===== config.mk =====
export PLATFORM = sky130hd
export DESIGN_NAME = lutram_dp
export DESIGN_NICKNAME = d
export VERILOG_FILES = /design/src/rtl/lutram_pkg.sv /design/src/rtl/lutram_bank.sv /design/src/rtl/lutram_oreg.sv /design/src/rtl/lutram_dp.sv
export SDC_FILE = /design/constraint.sdc
export NUM_CORES = 1
export LEC_CHECK = 0
export BUFFER_PORTS_ARGS = -buffer_cell sky130_fd_sc_hd__buf_2
export CORE_ASPECT_RATIO = 1.2
export CORE_UTILIZATION = 50
export CTS_BUF_LIST = sky130_fd_sc_hd__clkbuf_8
export CTS_CLUSTER_SIZE = 30
export DETAILED_ROUTE_END_ITERATION = 10
export PLACE_DENSITY = 0.69
export SYNTH_ARGS = -nofsm -noshare
export SYNTH_HDL_FRONTEND = slang
export SYNTH_HIERARCHICAL = 1
export SYNTH_SLANG_ARGS = --single-unit
export TNS_END_PERCENT = 30

===== constraint.sdc =====
create_clock -name wclk -period 1.6 [get_ports wclk]
set_input_delay 0.16 -clock wclk [delete_from_list [all_inputs] [get_ports wclk]]
set_output_delay 0.16 -clock wclk [all_outputs]
set_load 0.01 [all_outputs]

===== src/rtl/lutram_pkg.sv =====
package lutram_pkg;
   localparam int BANK_AW    = 4;
   localparam int BANK_DEPTH = 1 << BANK_AW;

   function automatic int bank_count(input int depth);
      return (depth + BANK_DEPTH - 1) / BANK_DEPTH;
   endfunction
endpackage


===== src/rtl/lutram_bank.sv =====
module lutram_bank #(
   parameter int AW = 4
) (
   input  logic          clk,
   input  logic          we,
   input  logic [AW-1:0] wa,
   input  logic          din,
   input  logic [AW-1:0] rb,
   output logic          qa,
   output logic          qb
);
   localparam int N = 1 << AW;

   logic [N-1:0] cells = '0;

   always_ff @(posedge clk) begin
      if (we) cells[wa] <= din;
   end

   assign qa = cells[wa];
   assign qb = cells[rb];
endmodule


===== src/rtl/lutram_oreg.sv =====
module lutram_oreg #(
   parameter bit EN = 1'b0,
   parameter int W  = 2
) (
   input  logic         clk,
   input  logic         ce,
   input  logic [W-1:0] din,
   output logic [W-1:0] dout
);
   generate
      if (EN) begin : g_reg
         logic [W-1:0] q;
         always_ff @(posedge clk) begin
            if (ce) q <= din;
         end
         assign dout = q;
      end else begin : g_pass
         logic unused_clk_ce;
         assign unused_clk_ce = clk ^ ce;
         assign dout = din;
      end
   endgenerate
endmodule


===== src/rtl/lutram_dp.sv =====
module lutram_dp
   import lutram_pkg::*;
#(
   parameter int DEPTH   = 32,
   parameter bit OUT_REG = 1'b0,
   localparam int AW     = $clog2(DEPTH)
) (
   input  logic          wclk,
   input  logic          wr_en,
   input  logic [AW-1:0] addr_a,
   input  logic          wr_bit,
   input  logic [AW-1:0] addr_b,
   input  logic          out_ce,
   output logic          rd_a,
   output logic          rd_b
);
   localparam int NB = bank_count(DEPTH);
   localparam int SW = (AW > BANK_AW) ? AW - BANK_AW : 1;

   logic [NB-1:0] bank_we;
   logic [NB-1:0] bank_qa;
   logic [NB-1:0] bank_qb;
   logic          raw_a;
   logic          raw_b;
   logic [1:0]    reg_out;

   generate
      for (genvar b = 0; b < NB; b++) begin : g_bank
         if (NB == 1) begin : g_one
            assign bank_we[b] = wr_en;
         end else begin : g_sel
            assign bank_we[b] = wr_en && (addr_a[AW-1:BANK_AW] == SW'(b));
         end
         lutram_bank #(.AW(BANK_AW)) u_bank (
            .clk (wclk),
            .we  (bank_we[b]),
            .wa  (addr_a[BANK_AW-1:0]),
            .din (wr_bit),
            .rb  (addr_b[BANK_AW-1:0]),
            .qa  (bank_qa[b]),
            .qb  (bank_qb[b])
         );
      end

      if (NB == 1) begin : g_nomux
         assign raw_a = bank_qa[0];
         assign raw_b = bank_qb[0];
      end else begin : g_mux
         assign raw_a = bank_qa[addr_a[AW-1:BANK_AW]];
         assign raw_b = bank_qb[addr_b[AW-1:BANK_AW]];
      end
   endgenerate

   lutram_oreg #(.EN(OUT_REG), .W(2)) u_oreg (
      .clk  (wclk),
      .ce   (out_ce),
      .din  ({raw_b, raw_a}),
      .dout (reg_out)
   );

   assign rd_a = reg_out[0];
   assign rd_b = reg_out[1];
endmodule



==> results of run 1 <==
==> cell families after synthesis <==
logic type / count (synthesis)
flops: 32
buf+inv: 12
simple gates: 48
mux: 30
==> final timing paths <==
path	from	to	slack, ns	cells after the start
setup / recovery	g_bank[1].u_bank/cells[10]	rd_b	-0.39	5
hold / removal	wr_bit	g_bank[1].u_bank/cells[9]	0.38	1
==> through the flow <==
stage	TNS [ns]	instances	total power, W	hold slack [ns]
finish	-0.770	176	0.00172	0.384
global route	-0.938	176	0.00179	0.400
detailed placement	-0.403	168	0.00117	0.665
global placement	-0.334	168	0.00116	0.649
floorplan	0	122	0.00110	0.259
CTS	-0.786	176	0.00173	0.385
==> repair_timing <==
item | in CTS | in global routing
endpoints found under the setup margin | 2 | 2
resized for setup | 6 | 0
hold buffers | 0 | 0
==> power groups by stage <==
stage | combinational (W) | sequential [W] | clock (W)
after floorplan | 0.000150 | 0.000953 | 0
after global placement | 0.000210 | 0.000955 | 0
after detailed placement | 0.000217 | 0.000955 | 0
after CTS | 0.000230 | 0.000937 | 0.000568
after global routing | 0.000248 | 0.000938 | 0.000606
final | 0.000228 | 0.000937 | 0.000555
==> area by class of cell <==
cell class | count | share of cell area [%]
repair buffers | 21 | 7.34
flip-flops and latches | 32 | 47.8
clock inverters | 3 | 0.560
clock buffers | 5 | 3.42
well taps | 37 | 2.30
multi-input cells | 78 | 38.6
==> placed cells by master (no fill, tap or decap), types with 4 or more instances in the layout <==
cell / count
buf_2: 12
buf_4: 6
clkbuf_8: 5
edfxtp_1: 32
mux2i_1: 12
mux4_2: 14
nand2_1: 4
nand2b_1: 6
nor2_1: 10
nor3_1: 14
nor4_1: 4
==> Yosys cell counts <==
cell,number
and2_2,1
and2b_2,1
buf_2,2
buf_4,2
buf_6,2
clkbuf_1,6
edfxtp_1,32
mux2_4,2
mux2i_1,12
mux4_1,8
mux4_2,8
nand2_1,4
nand2b_1,6
nand3_1,2
nand3b_1,2
nor2_1,10
nor3_1,14
nor3b_1,2
nor4_1,4
nor4b_1,2
==> per-layer routing <==
| layer | wire [µm] | GRT usage, % | part of all wire (%) |
|---|---|---|---|
| met2 | 1770 | 32.9 | 51 |
| met3 | 145 | 3.40 | 4.2 |
| met1 | 1440 | 27.3 | 42 |
| met5 | 0 | 0 | 0 |
| met4 | 84 | 11.9 | 2.4 |
==> results.txt, run 1 <==
- Fin util: 58.8%
- Total number of clock tree sinks: 32
- TritonCTS built the clock tree.
* Share of the cycle needed by the critical path after routing: 125%
- Worst Path Arrival: 1.83 ns
- By instance count, the cell type seen most on the critical path is mux2i_1.
* Effective utilization at floorplan: 53.5%
* Total wire length after detailed routing: 3440 µm
- The die covers 3910 µm².
* Clock period minus final worst setup slack: 1.99 ns
* Global-route wire length before repair: 5670 µm
- Maximum vdd ir drop: 632 µV
* Largest register by flop count: g_bank.u_bank/cells
- The number of buffers and inverters on the critical path is 1.
- After synthesis, the largest area contributor takes up 52.5% of total cell area.
- Filler cell count in the final layout: 280
* Seq/Total Area, Yosys: 52.5%
* Width of the die: 57.2 µm
* Switching share of power: 22.3%
* Growth of design area from synthesis to finish: 9.91%
* Series of cell instances along the critical path: mux4_2 -> mux2i_1 -> mux2i_1 -> mux2_4 -> buf_6
- Final weighted congestion in routability-driven placement: 0.849
- Yosys attributes the largest share of cell area to edfxtp_1, mux4_1, mux4_2.
* Yosys cell types: 20
* Flip-flop count of the largest register, all copies and words added: 32
- Antenna violations before repair: 0
* Worst relative slew slack: 67.6%
* Synthesized-area fraction occupied by and/or/nand/nor cells: 14.1%
- Xor and xnor fraction of the mapped netlist area: 0%
- Cells with a size suffix above 1 make up 31.7% of the layout.
- Avg Cell Area, Syn: 15.0 µm²
- Diodes inserted: 0
- Power share of the sequential group: 54.5%
- Count of TritonRoute iterations in the first routing pass: 7
- The run finished, with violations left.
- Via count of the first global-routing pass: 1157
* Pre-CTS WS: -0.270 ns
- Among all stages on the critical path, the largest delay is contributed by mux4_2.
- In this run the clock root is driven by a clkbuf_8.
* Setup repair after global routing missed its margin: true
- Std-Cell Rows: 23
- With fillers left out, the area of the finished cells amounts to 2010 µm².
- Timing would allow up to 502 MHz.
* Leftover overflow at the end of global routing: 0
- Power density normalized to cell area: 855 nW/µm²
* Clock buffer count from CTS: 5
- The checks that failed: DRC, setup timing.
- Internal power comes to 0.00134 W.
* Final hold violations: 0
* Yosys top cell by area: edfxtp_1
- Final count of negative-setup-slack endpoints: 2
- The routed layout has 1130 vias.
* Number of remaining DRC errors: 4
* Slack of the critical path: -0.393 ns
- The worst hold path belongs to the class primary input to register.
* Number of nets produced by synthesis: 136
- Counting along the longest clock path gives a buffer depth of 2.
- Tightest Pin Transition: 0.486 ns
- I/O Buffers: 14
- The H-tree was split into 2 levels.
- For this run, the slowest stage of the critical path takes 0.48 ns.
* Placed standard-cell area: 1930 µm²
- The Yosys step of the flow raised 6 warnings.
* Die boundary height: 68.3 µm
* Number of flip-flops and latches in the synthesized netlist: 32
- In this run the standard cell core region covers 3420 µm².
* Complex-gate fraction of the synthesized area: 0%
- The largest registers in the layout are g_bank.u_bank/cells (32).
- Number of I/O pins: 16
- After synthesis the cells add up to 1830 µm².
- HPWL after detailed placement: 2520 µm
- Global routing used 20.7% of the available tracks across all layers.
- In this run the remaining antenna-violating nets after routing total 0.
* Via density per instance: 6.42
- STA classifies the critical path endpoint as an output pin.
- Clock-pin slew was measured on the worst setup and hold paths at 0.06 ns.
* Area occupied by registers: 961 µm²
- Comb pwr share: 13.2%
- The worst setup path is of the register to output pin kind.
- Summing the areas of all fa, ha and maj instances in the mapped netlist gives 0% of the synthesized area.
- Area of the multi-input gates: 777 µm²
- The final count of pins violating max slew was 0.
- CP Max Fanout: 2
* Final #Nets: 152
* Share of cell area taken by muxes after synthesis: 29.5%
* Type of element launching the critical path: register
- Average routed wire per standard cell: 19.6 µm
- Buffers added to address setup during post-CTS repair amount to 0.
* CP top delay family: multiplexers
- Proportion of power drawn by the clock network: 32.3%
- The detailed router finished its first iteration with 55 violations.
- By area, the combinational part of the netlist is dominated by multiplexers.
- Largest net degree at the start of global routing: 33
* Total leakage power: 0.685 nW
- Max Cap Viol: 0
- Synthesis produced a netlist whose cell count is 122.
- Endpoint required time on the critical path: 1.44 ns
- Psw: 0.000384 W
Power figures use the tool's default switching activity.
==> run 2: changes to the inputs <==
--- a/config.mk
+++ b/config.mk
@@ -7,11 +7,11 @@
 export LEC_CHECK = 0
 export BUFFER_PORTS_ARGS = -buffer_cell sky130_fd_sc_hd__buf_2
 export CORE_ASPECT_RATIO = 1.2
-export CORE_UTILIZATION = 50
+export CORE_UTILIZATION = 55
 export CTS_BUF_LIST = sky130_fd_sc_hd__clkbuf_8
 export CTS_CLUSTER_SIZE = 30
 export DETAILED_ROUTE_END_ITERATION = 10
-export PLACE_DENSITY = 0.69
+export PLACE_DENSITY = 0.75
 export SYNTH_ARGS = -nofsm -noshare
 export SYNTH_HDL_FRONTEND = slang
 export SYNTH_HIERARCHICAL = 1
==> run 2 against run 1 <==
The flow finishes with violations (setup timing). Core utilization up 5.2 points. Combinational power decreased by 4%. First-iteration DRC count shrank 11%. Sequential power is essentially flat. Count of clock-buffer cells in the layout did not move. Wire length decreased by 7.8%. Fmax is 1.5% higher. Sequential share of layout area grew 0.54 points. Non-clock buffer count is 2 lower. Critical path depth unchanged. Worst hold slack got worse by 0.016 ns. Clock power is essentially flat. Largest power group unchanged.
==> results.txt, run 2 (synthesis results as in run 1) <==
* Endpoint required time on the critical path: 1.44 ns (about the same)
- The number of hold-slack violations in the final timing report is 0 (unchanged).
- Total leakage power: 0.669 nW (-2.4%)
- The maximum operating frequency was 509 MHz (+1.5%).
- The total wirelength of the detailed-routed design came to 3170 µm (-7.8%).
- TritonCTS built the clock tree.
- The count of nets left with antenna violations after detail routing is 0 (unchanged).
* Global routing met2 resource utilization: 32.2% (-0.71 points)
- The worst setup path is captured at an output pin.
* Worst relative slew slack: 69.3% (+1.7 points)
* Area of the multi-input gates: 773 µm² (-0.48%)
- The signal on the critical path passes through mux4_2 -> mux2i_1 -> mux2i_1 -> mux2_4 -> buf_6.
- CP max stage cell: mux4_2
- Clock period minus final worst setup slack: 1.96 ns (-0.0292 ns)
- Placeable core region: 3110 µm² (-9.2%)
- CP dominant cell by count: mux2i_1
- The global routing stage identified its most utilized layer as met2.
- Clock buffer count from CTS: 5 (unchanged)
* Tightest Pin Transition: 0.461 ns (-0.0249 ns)
- Full die area: 3560 µm² (-8.8%)
- The number of top-level pins is 16 (unchanged).
* Via density per instance: 6.33 (-1.5%)
* Final #Nets: 150 (-1.3%)
* Buffering stage count on the worst path with inverters included: 1 (unchanged)
- Hold/Removal Path Class: primary input to register
- STA classifies the critical path startpoint as a register.
* Biggest registers after layout: g_bank.u_bank/cells (32)
- The number of placed instances with taps included is 165 (-1.8%).
* Std-Cell Rows: 22 (-4.3%)
- The detailed-route wire length per cell was 18.4 µm (-5.7%).
* Tot GR Track Use: 22.2% (+1.5 points)
* Total number of clock tree sinks: 32 (unchanged)
* Placed standard-cell area: 1920 µm² (-0.84%)
- Growth of design area from synthesis to finish: 8.68%
* CP top delay family: multiplexers
* Hold slack: 0.368 ns (-0.0156 ns)
- M1 GR Usage: 30.5% (+3.2 points)
- Max Cap Viol: 0 (unchanged)
- The final standard cell area without fillers is 1990 µm² (-1.1%).
- Number of H-tree levels: 2 (unchanged)
- Violated checks: setup timing
- CTS clock-pin slew for the worst setup and hold paths: 0.06 ns (about the same)
- Setup repair after global routing could not meet its margin everywhere.
* Width of the die: 54.7 µm (-4.5%)
* Largest net degree at the start of global routing: 33 (unchanged)
- Maximum clock insertion buffer count: 2 (unchanged)
* Run status: finished, violations left
- The total iterations of the first detailed-routing run came to 4 (-3).
- Leftover overflow at the end of global routing: 0 (unchanged)
* Share of cells above drive strength 1: 32.4% (+0.70 points)
- The highest cell delay on the worst timing path is 0.47 ns (about the same).
- Power density normalized to cell area: 860 nW/µm² (+0.64%)
* Share of the cycle needed by the critical path after routing: 123% (-1.8 points)
- Final weighted congestion in routability-driven placement: 0.830 (-2.3%)
- The count of filler cells inserted in the layout came to 251 (-10%).
- The detailed-route DRC error count came to 0 (-4).
- Worst Path Arrival: 1.80 ns (-0.03 ns)
- The final worst setup slack came to -0.364 ns (+0.0292 ns).
- Fin. max-slew vios: 0 (unchanged)
- The number of setup violations in the final report was 2 (unchanged).
* Met3 track demand over resource: 6.02% (+2.6 points)
* Largest register by flop count: g_bank.u_bank/cells
- Diodes inserted: 0 (unchanged)
- I/O Buffers: 14 (unchanged)
- Total via count after detailed routing: 1088 (-3.7%)
- The via count of the first global-routing pass was 1073 (-7.3%).
* Class of the most critical setup path: register to output pin
- Most frequent cells in the layout: edfxtp_1, mux4_2, nor3_1, mux2i_1, buf_2
- CP Max Fanout: 2 (unchanged)
- The worst vdd rail ir drop was 770 µV (+22%).
- Area occupied by registers: 961 µm² (unchanged)
- CTS placed an instance of clkbuf_8 at the clock tree root.
- The final cell count without fillers came to 172 (-2.3%).
- HPWL after detailed placement: 2340 µm (-7.2%)
- The number of antenna violations at the first check in global routing came to 0 (unchanged).
- The floorplan die height came to 65.2 µm (-4.5%).
- Violation count after the first detailed-routing iteration: 49 (-11%)
- Flip-flop count of the largest register, all copies and words added: 32 (unchanged)
- Effective utilization at floorplan: 58.8% (+5.4 points)
- Commonest non-fill, non-tap cell in the layout: edfxtp_1
- Pre-CTS WS: -0.214 ns (+0.0552 ns)
- Global-route wire length before repair: 5330 µm (-6.0%)
-- run 2: layout make-up --
class,instances,share of cell area [%]
Clock buffer,5,3.46
Multi-Input combinational cell,78,38.9
Clock inverter,2,0.440
Sequential cell,32,48.3
Tap cell,36,2.26
Timing Repair Buffer,19,6.67
-- run 2: through the flow --
stage          util, %  total power [W]  TNS, ns
5_1_grt           64.0          0.00179   -0.958
6_report          64.0          0.00171   -0.727
3_5_place_dp      61.7          0.00116   -0.343
4_1_cts           64.0          0.00173   -0.773
2_1_floorplan        -          0.00110        0
3_3_place_gp      61.7          0.00116   -0.270
-- run 2: per-layer routing --
| metal | routed length [µm] | up-vias |
|---|---|---|
| met5 | 0 | - |
| met4 | 67 | 0 |
| met3 | 197 | 5 |
| met2 | 1520 | 41 |
| met1 | 1390 | 529 |
| li1 | - | 513 |
-- run 2: worst paths after layout --
| path | startpoint | endpoint | cells past startpoint |
|---|---|---|---|
| min | wr_bit | g_bank[0].u_bank/cells[11] | 1 |
| max | g_bank[1].u_bank/cells[14] | rd_b | 5 |
-- run 2: what timing repair did --
action	CTS	global route
gates resized for setup	7	0
buffers inserted	0	0
hold buffers	0	0
endpoints found under the setup margin	2	2
pin swaps	0	0
-- run 2: power by group --
group | total [W] | switching, W | internal, W
clock | 0.000555 | 0.000267 | 0.000288
combinational | 0.000219 | 0.000107 | 0.000112
sequential | 0.000938 | 0.00000461 | 0.000933
total | 0.00171 | 0.000379 | 0.00133
==> run 3: changes to the inputs <==
--- a/config.mk
+++ b/config.mk
@@ -7,6 +7,7 @@
 export LEC_CHECK = 0
 export BUFFER_PORTS_ARGS = -buffer_cell sky130_fd_sc_hd__buf_2
 export CORE_ASPECT_RATIO = 1.2
+export CORE_MARGIN = 5
 export CORE_UTILIZATION = 55
 export CTS_BUF_LIST = sky130_fd_sc_hd__clkbuf_8
 export CTS_CLUSTER_SIZE = 30
==> run 3 against run 2 <==
The flow still finishes with violations (setup timing). Design area grew 1.3%. Die area increased by 29%. Fmax up 0.14%. Non-clock buffer count is 2 higher. Sequential share of layout area is 0.63 points lower. First-iteration DRC count is 67% higher. Setup slack gained 0.0028 ns. Sequential power about the same. Core utilization shrank 2.5 points. Via count up 6.3%. Combinational power rose by 3%.
==> results.txt, run 3 (synthesis results as in run 1) <==
* Diodes inserted: 0 (unchanged)
- The number of hold buffers added after cts came to 0 (unchanged).
- Slack of the critical path: -0.361 ns (+0.00279 ns)
- Total number of clock tree sinks: 32 (unchanged)
* Largest register by flop count: g_bank.u_bank/cells
- The number of flip-flops in the largest register is 32 (unchanged).
- The tightest min-delay check is of the primary input to register type.
- Share of cells above drive strength 1: 30.9% (-1.4 points)
* Tot GR Track Use: 16.4% (-5.8 points)
- The floorplan die height is 73.2 µm (+12%).
* Worst hold stages: 1 (unchanged)
- Clock tree from TritonCTS: done
* Via count of the first global-routing pass: 1131 (+5.4%)
- The number of placed instances with taps included was 168 (+1.8%).
- The count of nets left with antenna violations after detail routing is 0 (unchanged).
- The via count was 1157 (+6.3%).
- Leftover overflow at the end of global routing: 0 (unchanged)
- The number of hold-slack violations in the final timing report is 0 (unchanged).
- The die area was 4590 µm² (+29%).
- The net switching power of the design was 0.000379 W (about the same).
* Area of the multi-input gates: 781 µm² (+0.97%)
* Cell area after layout: 2020 µm² (+1.3%)
* Worst relative slew slack: 68.4% (-0.85 points)
- The final cell count without fillers was 176 (+2.3%).
- The detailed-route wire length per cell is 19.2 µm (+4.1%).
- Fin. max-slew vios: 0 (unchanged)
- The largest registers in the layout are g_bank.u_bank/cells (32).
- The quantity of I/O buffers inserted on ports is 14 (unchanged).
* Total leakage power: 0.690 nW (+3.1%)
- Std-Cell Rows: 23 (+4.5%)
- Proportion of power drawn by the clock network: 32.2% (-0.2 points)
* Clock period minus final worst setup slack: 1.96 ns (-0.00279 ns)
- The worst endpoint required time is 1.44 ns (about the same).
- The number of antenna violations at the first check in global routing came to 0 (unchanged).
* Root buffer cell: clkbuf_8
- Sum Neg Setup Slack: -0.721 ns (+0.00601 ns)
* CTS clock-pin slew for the worst setup and hold paths: 0.06 ns (about the same)
- Final weighted congestion in routability-driven placement: 0.809 (-2.5%)
* Share of the cycle needed by the critical path after routing: 123% (-0.17 points)
- Setup repair after global routing could not meet its margin everywhere.
* Number of H-tree levels: 2 (unchanged)
- Effective utilization at floorplan: 55.8% (-3.1 points)
- Placed standard-cell area: 1930 µm² (+0.85%)
* Run status: finished, violations left
* HPWL after detailed placement: 2470 µm (+5.8%)
- The switching share of total power came to 22.1% (-0.052 points).
- CP Max Fanout: 2 (unchanged)
- Startpoint of the worst hold path: wr_bit
- The per-cell via count in the routed design came to 6.57 (+3.9%).
- WHS Endpoint: g_bank[1].u_bank/cells[15]
* Width of the die: 62.7 µm (+15%)
- The total iterations of the first detailed-routing run is 4 (unchanged).
* Filler cell count in the final layout: 249 (-0.80%)
* Comb pwr share: 13.1% (+0.3 points)
- The worst setup path is launched from a register.
- The total number of nets in the final design was 152 (+1.3%).
* Pre-CTS WS: -0.244 ns (-0.0298 ns)
- The number of DRC violations after detailed-routing iteration 0 was 82 (+67%).
- Placeable core region: 3280 µm² (+5.5%)
- The areal power density over the cells was 851 nW/µm² (-1.1%).
- Clock buffer count from CTS: 5 (unchanged)
* Final count of negative-setup-slack endpoints: 2 (unchanged)
* Critical Path Sink Type: output pin
- Worst Path Arrival: 1.80 ns (about the same)
- Area occupied by registers: 961 µm² (unchanged)
- The worst vdd rail ir drop was 745 µV (-3.2%).
- Max Cap Viol: 0 (unchanged)
- Leaving out fill and tap cells, the most frequent cell in the layout is edfxtp_1.
- The power share of the sequential group came to 54.7% (about the same).
- Total wire length after detailed routing: 3380 µm (+6.5%)
* Largest net degree at the start of global routing: 33 (unchanged)
- The wire length of the first global-routing pass was 5770 µm (+8.2%).
- The pin slew with the least headroom to its limit came to 0.474 ns (+0.0128 ns).
* Number of remaining DRC errors: 0 (unchanged)
- The number of top-level pins is 16 (unchanged).
- Fin util: 61.4% (-2.5 points)
- By startpoint and endpoint, the worst setup path is classified as register to output pin.
- The maximum operating frequency is 510 MHz (+0.14%).
* Power Internal: 0.00134 W (+0.25%)
- Violated checks: setup timing
* Maximum clock insertion buffer count: 2 (unchanged)
- Growth of design area from synthesis to finish: 10.1%
* Most frequent cells in the layout: edfxtp_1, nor3_1, mux4_2, mux2i_1, buf_2
[run 3: worst max path at each step]
stage                                          start  endpoint  slack (ns)  depth (start not counted)
after floorplan            g_bank[0].u_bank/cells[9]      rd_a       0.002                          5
after global placement                     addr_a[0]      rd_a       -0.21                          6
after detailed placement                   addr_a[0]      rd_a       -0.24                          6
after CTS                 g_bank[0].u_bank/cells[11]      rd_b       -0.37                          5
after global routing       g_bank[0].u_bank/cells[6]      rd_a       -0.45                          5
final                     g_bank[1].u_bank/cells[11]      rd_b       -0.36                          5
[run 3: timing repair]
action / 4_1_cts / 5_1_grt
setup endpoints to repair: 2 / 2
setup buffers: 0 / 0
gates resized for setup: 4 / 1
[run 3: worst max-delay path: stages (launching register included)]
cell,delay [ns]
edfxtp_1,0.39
mux4_2,0.49
mux2i_1,0.17
mux2i_1,0.09
mux2_4,0.26
buf_6,0.12
[run 3: layout make-up]
cell class | count | share of cell area (%)
tap | 37 | 2.30
clock inverter | 3 | 0.559
timing repair buffer | 21 | 7.32
sequential | 32 | 47.7
clock buffer | 5 | 3.41
multi-input combinational | 78 | 38.7
[run 3: per-stage QoR]
step	power (W)	hold WS, ns
after floorplan	0.00110	0.259
after global placement	0.00116	0.638
after detailed placement	0.00117	0.659
after CTS	0.00172	0.366
after global routing	0.00179	0.400
final	0.00171	0.371
[run 3: metal layers]
layer	GRT usage (%)	vias to the layer above	part of all wire [%]	wire, µm
li1	-	521	-	-
met1	21.8	578	41	1400
met2	26.0	52	51	1720
met3	3.70	6	6.3	214
met4	6.84	0	1.2	40
met5	0	-	0	0
[run 3: power groups by stage]
stage               combinational, W  sequential, W  clock [W]
floorplan                   0.000150       0.000953          0
global placement            0.000209       0.000954          0
detailed placement          0.000216       0.000955          0
CTS                         0.000226       0.000937   0.000557
global route                0.000244       0.000938   0.000610
finish                      0.000225       0.000937   0.000552
